File: src/rtl/mdio_cmd_bridge.sv
module mdio_cmd_bridge #(
  parameter int CLK_MHZ  = 125,
  parameter int DIV_HALF = 2
) (
  input  logic        clk,
  input  logic        rst_n,
  input  logic        wr_en,
  input  logic [31:0] wr_data,
  output logic [31:0] rd_data,
  output logic        mdc,
  output logic        mdio_o,
  output logic        mdio_oe,
  input  logic        mdio_i
);
  localparam int DW        = (DIV_HALF > 1) ? $clog2(DIV_HALF) : 1;
  localparam int LIMIT_CYC = CLK_MHZ * 64;
  localparam int LW        = $clog2(LIMIT_CYC + 1);
  localparam int TA_BIT    = 46;
  localparam int DATA_BIT  = 48;

  logic          ready;
  logic [1:0]    op;
  logic [4:0]    phy, rg;
  logic [15:0]   data, rd_sh;
  logic [63:0]   sh;
  logic [5:0]    bit_cnt;
  logic [DW-1:0] div_cnt;
  logic          mdc_q;
  logic [LW-1:0] busy_cnt;

  wire start   = wr_en && ready;
  wire is_rd   = wr_data[27];
  wire tick    = !ready && (div_cnt == DW'(DIV_HALF - 1));
  wire rise    = tick && !mdc_q;
  wire fall    = tick && mdc_q;
  wire [63:0] frame = {32'hFFFF_FFFF, 2'b01, is_rd ? 2'b10 : 2'b01,
                       wr_data[25:21], wr_data[20:16], 2'b10,
                       is_rd ? 16'h0000 : wr_data[15:0]};

  always_ff @(posedge clk) begin
    if (!rst_n) begin
      ready    <= 1'b1;
      op       <= '0;
      phy      <= '0;
      rg       <= '0;
      data     <= '0;
      rd_sh    <= '0;
      sh       <= '0;
      bit_cnt  <= '0;
      div_cnt  <= '0;
      mdc_q    <= 1'b0;
      busy_cnt <= '0;
    end else if (start) begin
      ready    <= 1'b0;
      op       <= wr_data[27:26];
      phy      <= wr_data[25:21];
      rg       <= wr_data[20:16];
      data     <= wr_data[15:0];
      sh       <= frame;
      bit_cnt  <= '0;
      div_cnt  <= '0;
      mdc_q    <= 1'b0;
      busy_cnt <= '0;
    end else if (!ready) begin
      busy_cnt <= busy_cnt + 1'b1;
      div_cnt  <= tick ? '0 : div_cnt + 1'b1;
      if (rise) begin
        mdc_q <= 1'b1;
        if (op[1] && bit_cnt >= 6'(DATA_BIT)) rd_sh <= {rd_sh[14:0], mdio_i};
      end
      if (fall) begin
        mdc_q <= 1'b0;
        if (bit_cnt == 6'd63) begin
          ready <= 1'b1;
          if (op[1]) data <= rd_sh;
        end else begin
          bit_cnt <= bit_cnt + 1'b1;
          sh      <= {sh[62:0], 1'b0};
        end
      end
    end
  end

  assign mdc     = mdc_q;
  assign mdio_o  = sh[63];
  assign mdio_oe = !ready && !(op[1] && bit_cnt >= 6'(TA_BIT));
  assign rd_data = {3'b000, ready, op, phy, rg, data};

  p_idle_quiet_r8: assert property (@(posedge clk) disable iff (!rst_n)
    ready |-> (!mdc && !mdio_oe));

  p_start_r3: assert property (@(posedge clk) disable iff (!rst_n)
    (ready && wr_en) |=> !rd_data[28]);

  p_busy_ignore_r3: assert property (@(posedge clk) disable iff (!rst_n)
    (!ready && wr_en) |=> ($stable(rd_data[27:16])));

  p_out_on_fall_r7: assert property (@(posedge clk) disable iff (!rst_n)
    (!ready && $past(!ready) && (mdio_o != $past(mdio_o))) |-> $fell(mdc));

  p_within_limit_r7: assert property (@(posedge clk) disable iff (!rst_n)
    !ready |-> (busy_cnt < LW'(LIMIT_CYC)));
endmodule

File: config.mk
export PLATFORM = sky130hd
export DESIGN_NAME = mdio_cmd_bridge
export DESIGN_NICKNAME = d
export VERILOG_FILES = /design/src/rtl/mdio_cmd_bridge.sv
export SDC_FILE = /design/constraint.sdc
export NUM_CORES = 1
export LEC_CHECK = 0
export ABC_CLOCK_PERIOD_IN_PS = 2230
export BUFFER_PORTS_ARGS = -buffer_cell sky130_fd_sc_hd__buf_2
export CORE_MARGIN = 2
export CORE_UTILIZATION = 25
export DETAILED_ROUTE_END_ITERATION = 8
export GPL_TIMING_DRIVEN = 1
export PLACE_DENSITY = 0.39
export SYNTH_ARGS = -nofsm -noshare
export SYNTH_HDL_FRONTEND = slang
export SYNTH_SLANG_ARGS = --single-unit
File: constraint.sdc
create_clock -name clk -period 2.23 [get_ports clk]
set_input_delay 0.669 -clock clk [delete_from_list [all_inputs] [get_ports clk]]
set_output_delay 0.669 -clock clk [all_outputs]
set_load 0.005 [all_outputs]
== After elaboration in Yosys (flattened, before gate mapping) ==
Index checks and enable logic that the tools add are counted.

* Register bits after elaboration: 117
* Bits in latches: 0
* RAM bits: 0
* Memory bits (read-only): 0
* Input port bits: 36
* Output and inout port bits: 35
* Word-level logic and storage cells: 60
* Memories: 0

* Add/sub/neg operators: 2
* Multiply operators: 0
* Div/mod/pow operators: 0
* Order comparisons: 2
* Equality and inequality tests: 3
* Shift-type cells: 0
* Muxes and demuxes: 18
* Bitwise logic cells: 4
* Reduce and logical (&&, ||, !) cells: 20

{| class="wikitable"
|+ Operators by type and width
! kind !! count
|-
| 64-bit 2-to-1 mux || 4
|-
| 16-bit 2-to-1 mux || 6
|-
| 6-bit >= comparator, second input constant || 2
|-
| 4-bit AND reduction || 2
|-
| 2-bit nonzero test || 4
|-
| 1-bit logical AND || 7
|-
| 1-bit 2-to-1 mux || 7
|-
| 6-bit by 1-bit adder with 6-bit output, second input constant || 1
|-
| 6-bit equality test, second input constant || 1
|-
| 3-bit AND reduction || 2
|-
| 1-bit inverter || 4
|-
| 1-bit logical NOT || 3
|-
| 2-bit 2-to-1 mux || 1
|-
| 2-bit by 1-bit inequality test with 1-bit output, second input constant || 1
|-
| 2-bit inequality test, second input constant || 1
|-
| 2-bit AND reduction || 1
|-
| 2-bit OR reduction || 1
|-
| 1-bit adder, second input constant || 1
|}

== Logic depth before layout (Yosys ltp) ==
* Word-level depth: 6
* Mapped depth: 7
* Mapped depth without buffers: 5

== Worst setup path after synthesis ==
OpenSTA, ideal clock, no wires.

* Kind: register to register
* Start: reg bit_cnt[1]
* End: reg data[10]
* Library setup time: 0.136 ns
* Data arrival time: 1.476 ns
* Setup slack: 0.618 ns
* Cell stages (with the launch flop): 8
* Path buffers: 2
* Period minus slack after synthesis: 1.612 ns
* Path through: dfxtp_1 -> ha_1 -> nand3_1 -> or3_1 -> clkbuf_1 -> buf_2 -> nand2_1 -> a31oi_1

* Word-level cells in the longest chain between the ends: 3

{| class="wikitable"
|+ RTL lines
! what !! line !! source
|-
| start, declared || 26 || <nowiki>logic [5:0] bit_cnt;</nowiki>
|-
| start signal, assigned || 77 || <nowiki>bit_cnt <= bit_cnt + 1'b1;</nowiki>
|-
| 6-bit equality test || 73 || <nowiki>if (bit_cnt == 6'd63) begin</nowiki>
|-
| 2-bit nonzero test (no line) || -- ||
|-
| 4-bit AND reduction (no line) || -- ||
|-
| end signal, assigned || 58 || <nowiki>data <= wr_data[15:0];</nowiki>
|-
| end signal, assigned || 75 || <nowiki>if (op[1]) data <= rd_sh;</nowiki>
|-
| end, declared || 24 || <nowiki>logic [15:0] data, rd_sh;</nowiki>
|}

Every way passes these cells.
A chain may end at the register's enable or synchronous reset.

== Final worst setup path ==
* Start: reg bit_cnt[3]
* End: out mdio_oe

* Word-level cells in the longest chain between the ends: 4

{| class="wikitable"
|+ RTL lines
! what !! line !! source
|-
| 6-bit >= comparator || 86 || <nowiki>assign mdio_oe = !ready && !(op[1] && bit_cnt >= 6'(TA_BIT));</nowiki>
|-
| 1-bit logical AND || 86 ||
|-
| 1-bit logical NOT || 86 ||
|-
| 1-bit logical AND || 86 ||
|-
| end, declared || 12 || <nowiki>output logic mdio_oe,</nowiki>
|}

Every way passes these cells.

==> flow_metrics.py <==
metrics = {
    "yosys": {
        "synthTopCellsByArea": "dfxtp_1, a21oi_1, nand2_1",
        "netlist.area_leader.share": 0.513,
        "synth_top_family_by_area": "compound AO/OA/AOI/OAI gates",
        "synth_enable_flop_cells": 0,
        "synth_compound_area_frac": 0.228,
        "synth-main-ff-cell": "dfxtp_1",
        "synthSimpleGateAreaFrac": 0.195,
        "synthDistinctLibCells": 37,
        "yosysMostFrequentCell": "nand2_1",
        "synth_xor_area_frac": 0.00768,
        "muxShareOfSynthArea": 0,
        "synth_area_sq_mm": 0.00456,
        "synthTopCellsByCount": "nand2_1, a21oi_1, dfxtp_1, a31oi_1, clkbuf_1",
        "yosys_warnings": 0,
        "synth_top_area_cell": "dfxtp_1",
        "synth.avg_cell_area_sq_um": 7.97,
        "ys_seq_area_frac": 0.513,
        "netlist_instances": 573,
        "synthAdderAreaFrac": 0.00274,
        "async_flop_share": 0,
        "ys_ff_latch": 117,
    },
    "sta": {
        "post-route-min-period_ns": 1.99,
        "setup_violations": 0,
        "finClkSkew_ns": 0.00659,
        "fmax_ghz": 0.503,
        "maxSlewViolCount": 0,
        "post-route-period-util": 0.892,
        "hold_ws_ns": 0.451,
        "final-hold-violation-count": 0,
        "slew_headroom": 0.569,
        "tightest_slew_ns": 0.647,
        "setup_tns_ns": 0,
        "grt_setup_unrepaired": "no",
    },
    "clock_tree": {
        "post-cts-setup-buffers": 0,
        "cts_hold_buf": 0,
        "clockBufferDepth": 2,
        "cts_tree": "done",
        "clkSinkCount": 117,
        "clkSlewWorstSetupHoldPaths_ns": 0.06,
        "clk-insertion-delay-late_ns": 0.41,
        "post_cts_resize_count": 0,
        "cts_root_buffer": "clkbuf_16",
        "h-tree-depth": 4,
        "cts_buffers": 17,
    },
    "critical_path": {
        "critical_path_class": "reg -> out",
        "critPathBufInv": 1,
        "r2r_cells": 6,
        "arrival_ns": 1.32,
        "cp-start-kind": "register",
        "required_ns": 1.56,
        "slowest_stage": "dfxtp_1",
        "critPathMaxFanout": 5,
        "cp-end-kind": "primary output",
        "cp_top_family": "compound AO/OA/AOI/OAI gates",
        "cp_num_cells": 3,
        "cpPeakStageDelay_ns": 0.35,
        "crit_chain": "a31o_2 -> a31oi_1 -> buf_2",
    },
    "status": {
        "status": "completed",
    },
    "flow_run": {
        "cap_violations": 0,
    },
    "floorplanning": {
        "dieArea_sq_mm": 0.0194,
        "die-width_microns": 139,
        "die_h_microns": 139,
        "fp-row-count": 49,
        "ios": 71,
        "start_util": 0.254,
        "core_area_sq_mm": 0.0180,
    },
    "grt": {
        "grt_start_max_net_pins": 89,
        "antenna_found_initial": 0,
        "overflow": 0,
        "track_usage": 0.123,
        "grt_pass1_wl_microns": 19100,
        "grt_pass1_vias": 3753,
    },
    "route": {
        "wl_microns": 11500,
        "drtIter0Drc": 219,
        "drc_errors": 0,
        "firstDrtPassIters": 5,
        "antenna_left": 0,
        "wl_per_cell_microns": 13.4,
        "viasPerCell": 4.72,
        "vias": 4053,
    },
    "worst_hold_path": {
        "whs_path_depth": 2,
        "hold_class": "reg -> reg",
    },
    "placement": {
        "port_buffers": 63,
        "postPlaceCellArea_sq_mm": 0.00511,
        "dpl.hpwl_microns": 6980,
        "place.gp.congestion": 0.679,
        "dp_cells": 827,
    },
    "final_layout": {
        "antennaDiodeCount": 0,
        "fillers": 1914,
        "final_nets": 654,
        "final_cell_count_no_fill": 859,
        "stdcell_area_sq_mm": 0.00574,
        "area_growth_pct": 25.7,
        "multi_input_area_sq_mm": 0.00201,
        "drive_gt1_frac": 0.183,
        "seq_area_sq_mm": 0.00234,
    },
    "power_and_ir_drop": {
        "ir_worst_vdd_uv": 511,
        "static-leakage-power_nw": 2.26,
        "power.switching_mw": 1.32,
        "p_sw_frac": 0.239,
        "p_seq_frac": 0.412,
        "clkPwrFrac": 0.523,
        "powerDensity_mw_per_mm2": 959,
        "p_int_mw": 4.19,
        "pwr-share-comb": 0.065,
    },
}
==> cells by family (layout without fill, tap and decap cells) <==
family | after synthesis | in the layout
DFF | 117 | 117
xor gates and xnor gates | 4 | 4
other | 1 | 3
buffers and inverters | 54 | 109
AOI/OAI and AO/OA | 188 | 188
and+or+nand+nor | 208 | 208
adders and majority gates | 1 | 1
==> stage by stage <==
stage / setup WS (ns) / util / total power [mW]
detailed placement: 0.250 / 0.285 / 2.68
CTS: 0.227 / 0.319 / 5.59
floorplan: 0.618 / - / 2.53
global route: 0.0352 / 0.319 / 5.76
finish: 0.242 / 0.319 / 5.51
global placement: 0.265 / 0.285 / 2.67
==> final cells by class <==
class | count | area share
Sequential cell | 117 | 0.408
Multi-Input combinational cell | 404 | 0.351
Timing Repair Buffer | 74 | 0.0802
Clock buffer | 19 | 0.0789
Tap cell | 229 | 0.0499
Clock inverter | 13 | 0.0297
Inverter | 3 | 0.00196
==> metal layers <==
metal | global-route usage | vias up | share of wire
met4 | 0.0494 | 0 | 0.012
met1 | 0.159 | 1913 | 0.49
met2 | 0.191 | 63 | 0.46
met5 | 0 | - | 0
met3 | 0.0376 | 9 | 0.035
li1 | - | 2068 | -
==> power groups by stage <==
stage                     sequential (mW)  clock [mW]  combinational (mW)
after CTS                            2.27        2.96               0.365
after global placement               2.31           0               0.358
final                                2.27        2.88               0.357
after detailed placement             2.31           0               0.363
after global routing                 2.28        3.07               0.408
after floorplan                      2.31           0               0.229
==> flip-flops by register name, summed over array words and instances, names as in the netlist <==
name and flops:
bit_cnt 6, data 16, div_cnt 1, mdc 1
op 2, phy 5, rd_sh 16, ready 1
rg 5, sh 64
==> worst register-to-register path, cell delays in order (launching register included) <==
cell and delay, ns:
dfxtp_1 0.39, ha_1 0.20, nand3_1 0.21, o21ai_4 0.53
buf_4 0.29, nand3_1 0.09, a31oi_1 0.17
==> placed cells by master (no fill, tap or decap), drive strengths merged, types with 2 or more instances in the layout <==
master,count
o21ai,18
and3,9
clkinvlp,3
inv,7
a211oi,14
clkbuf,19
and2,2
buf,74
a21oi,118
xnor2,2
xor2,2
dfxtp,117
nor2,13
nor3,9
conb,3
or3,3
nand2,151
o31ai,2
bufinv,3
nand2b,2
a31oi,29
nand3,15
clkinv,3
==> final timing paths <==
check / start / end / slack, ns
min reg2reg: rg[4]$_SDFFE_PN0P_ / rg[4]$_SDFFE_PN0P_ / 0.45
max: bit_cnt[3]$_SDFFE_PP0P_ / mdio_oe / 0.24
min: rg[4]$_SDFFE_PN0P_ / rg[4]$_SDFFE_PN0P_ / 0.45
max reg2reg: bit_cnt[0]$_SDFFE_PP0P_ / sh[18]$_SDFFE_PN0P_ / 0.26
No activity file was read; power rests on OpenSTA's default activity.
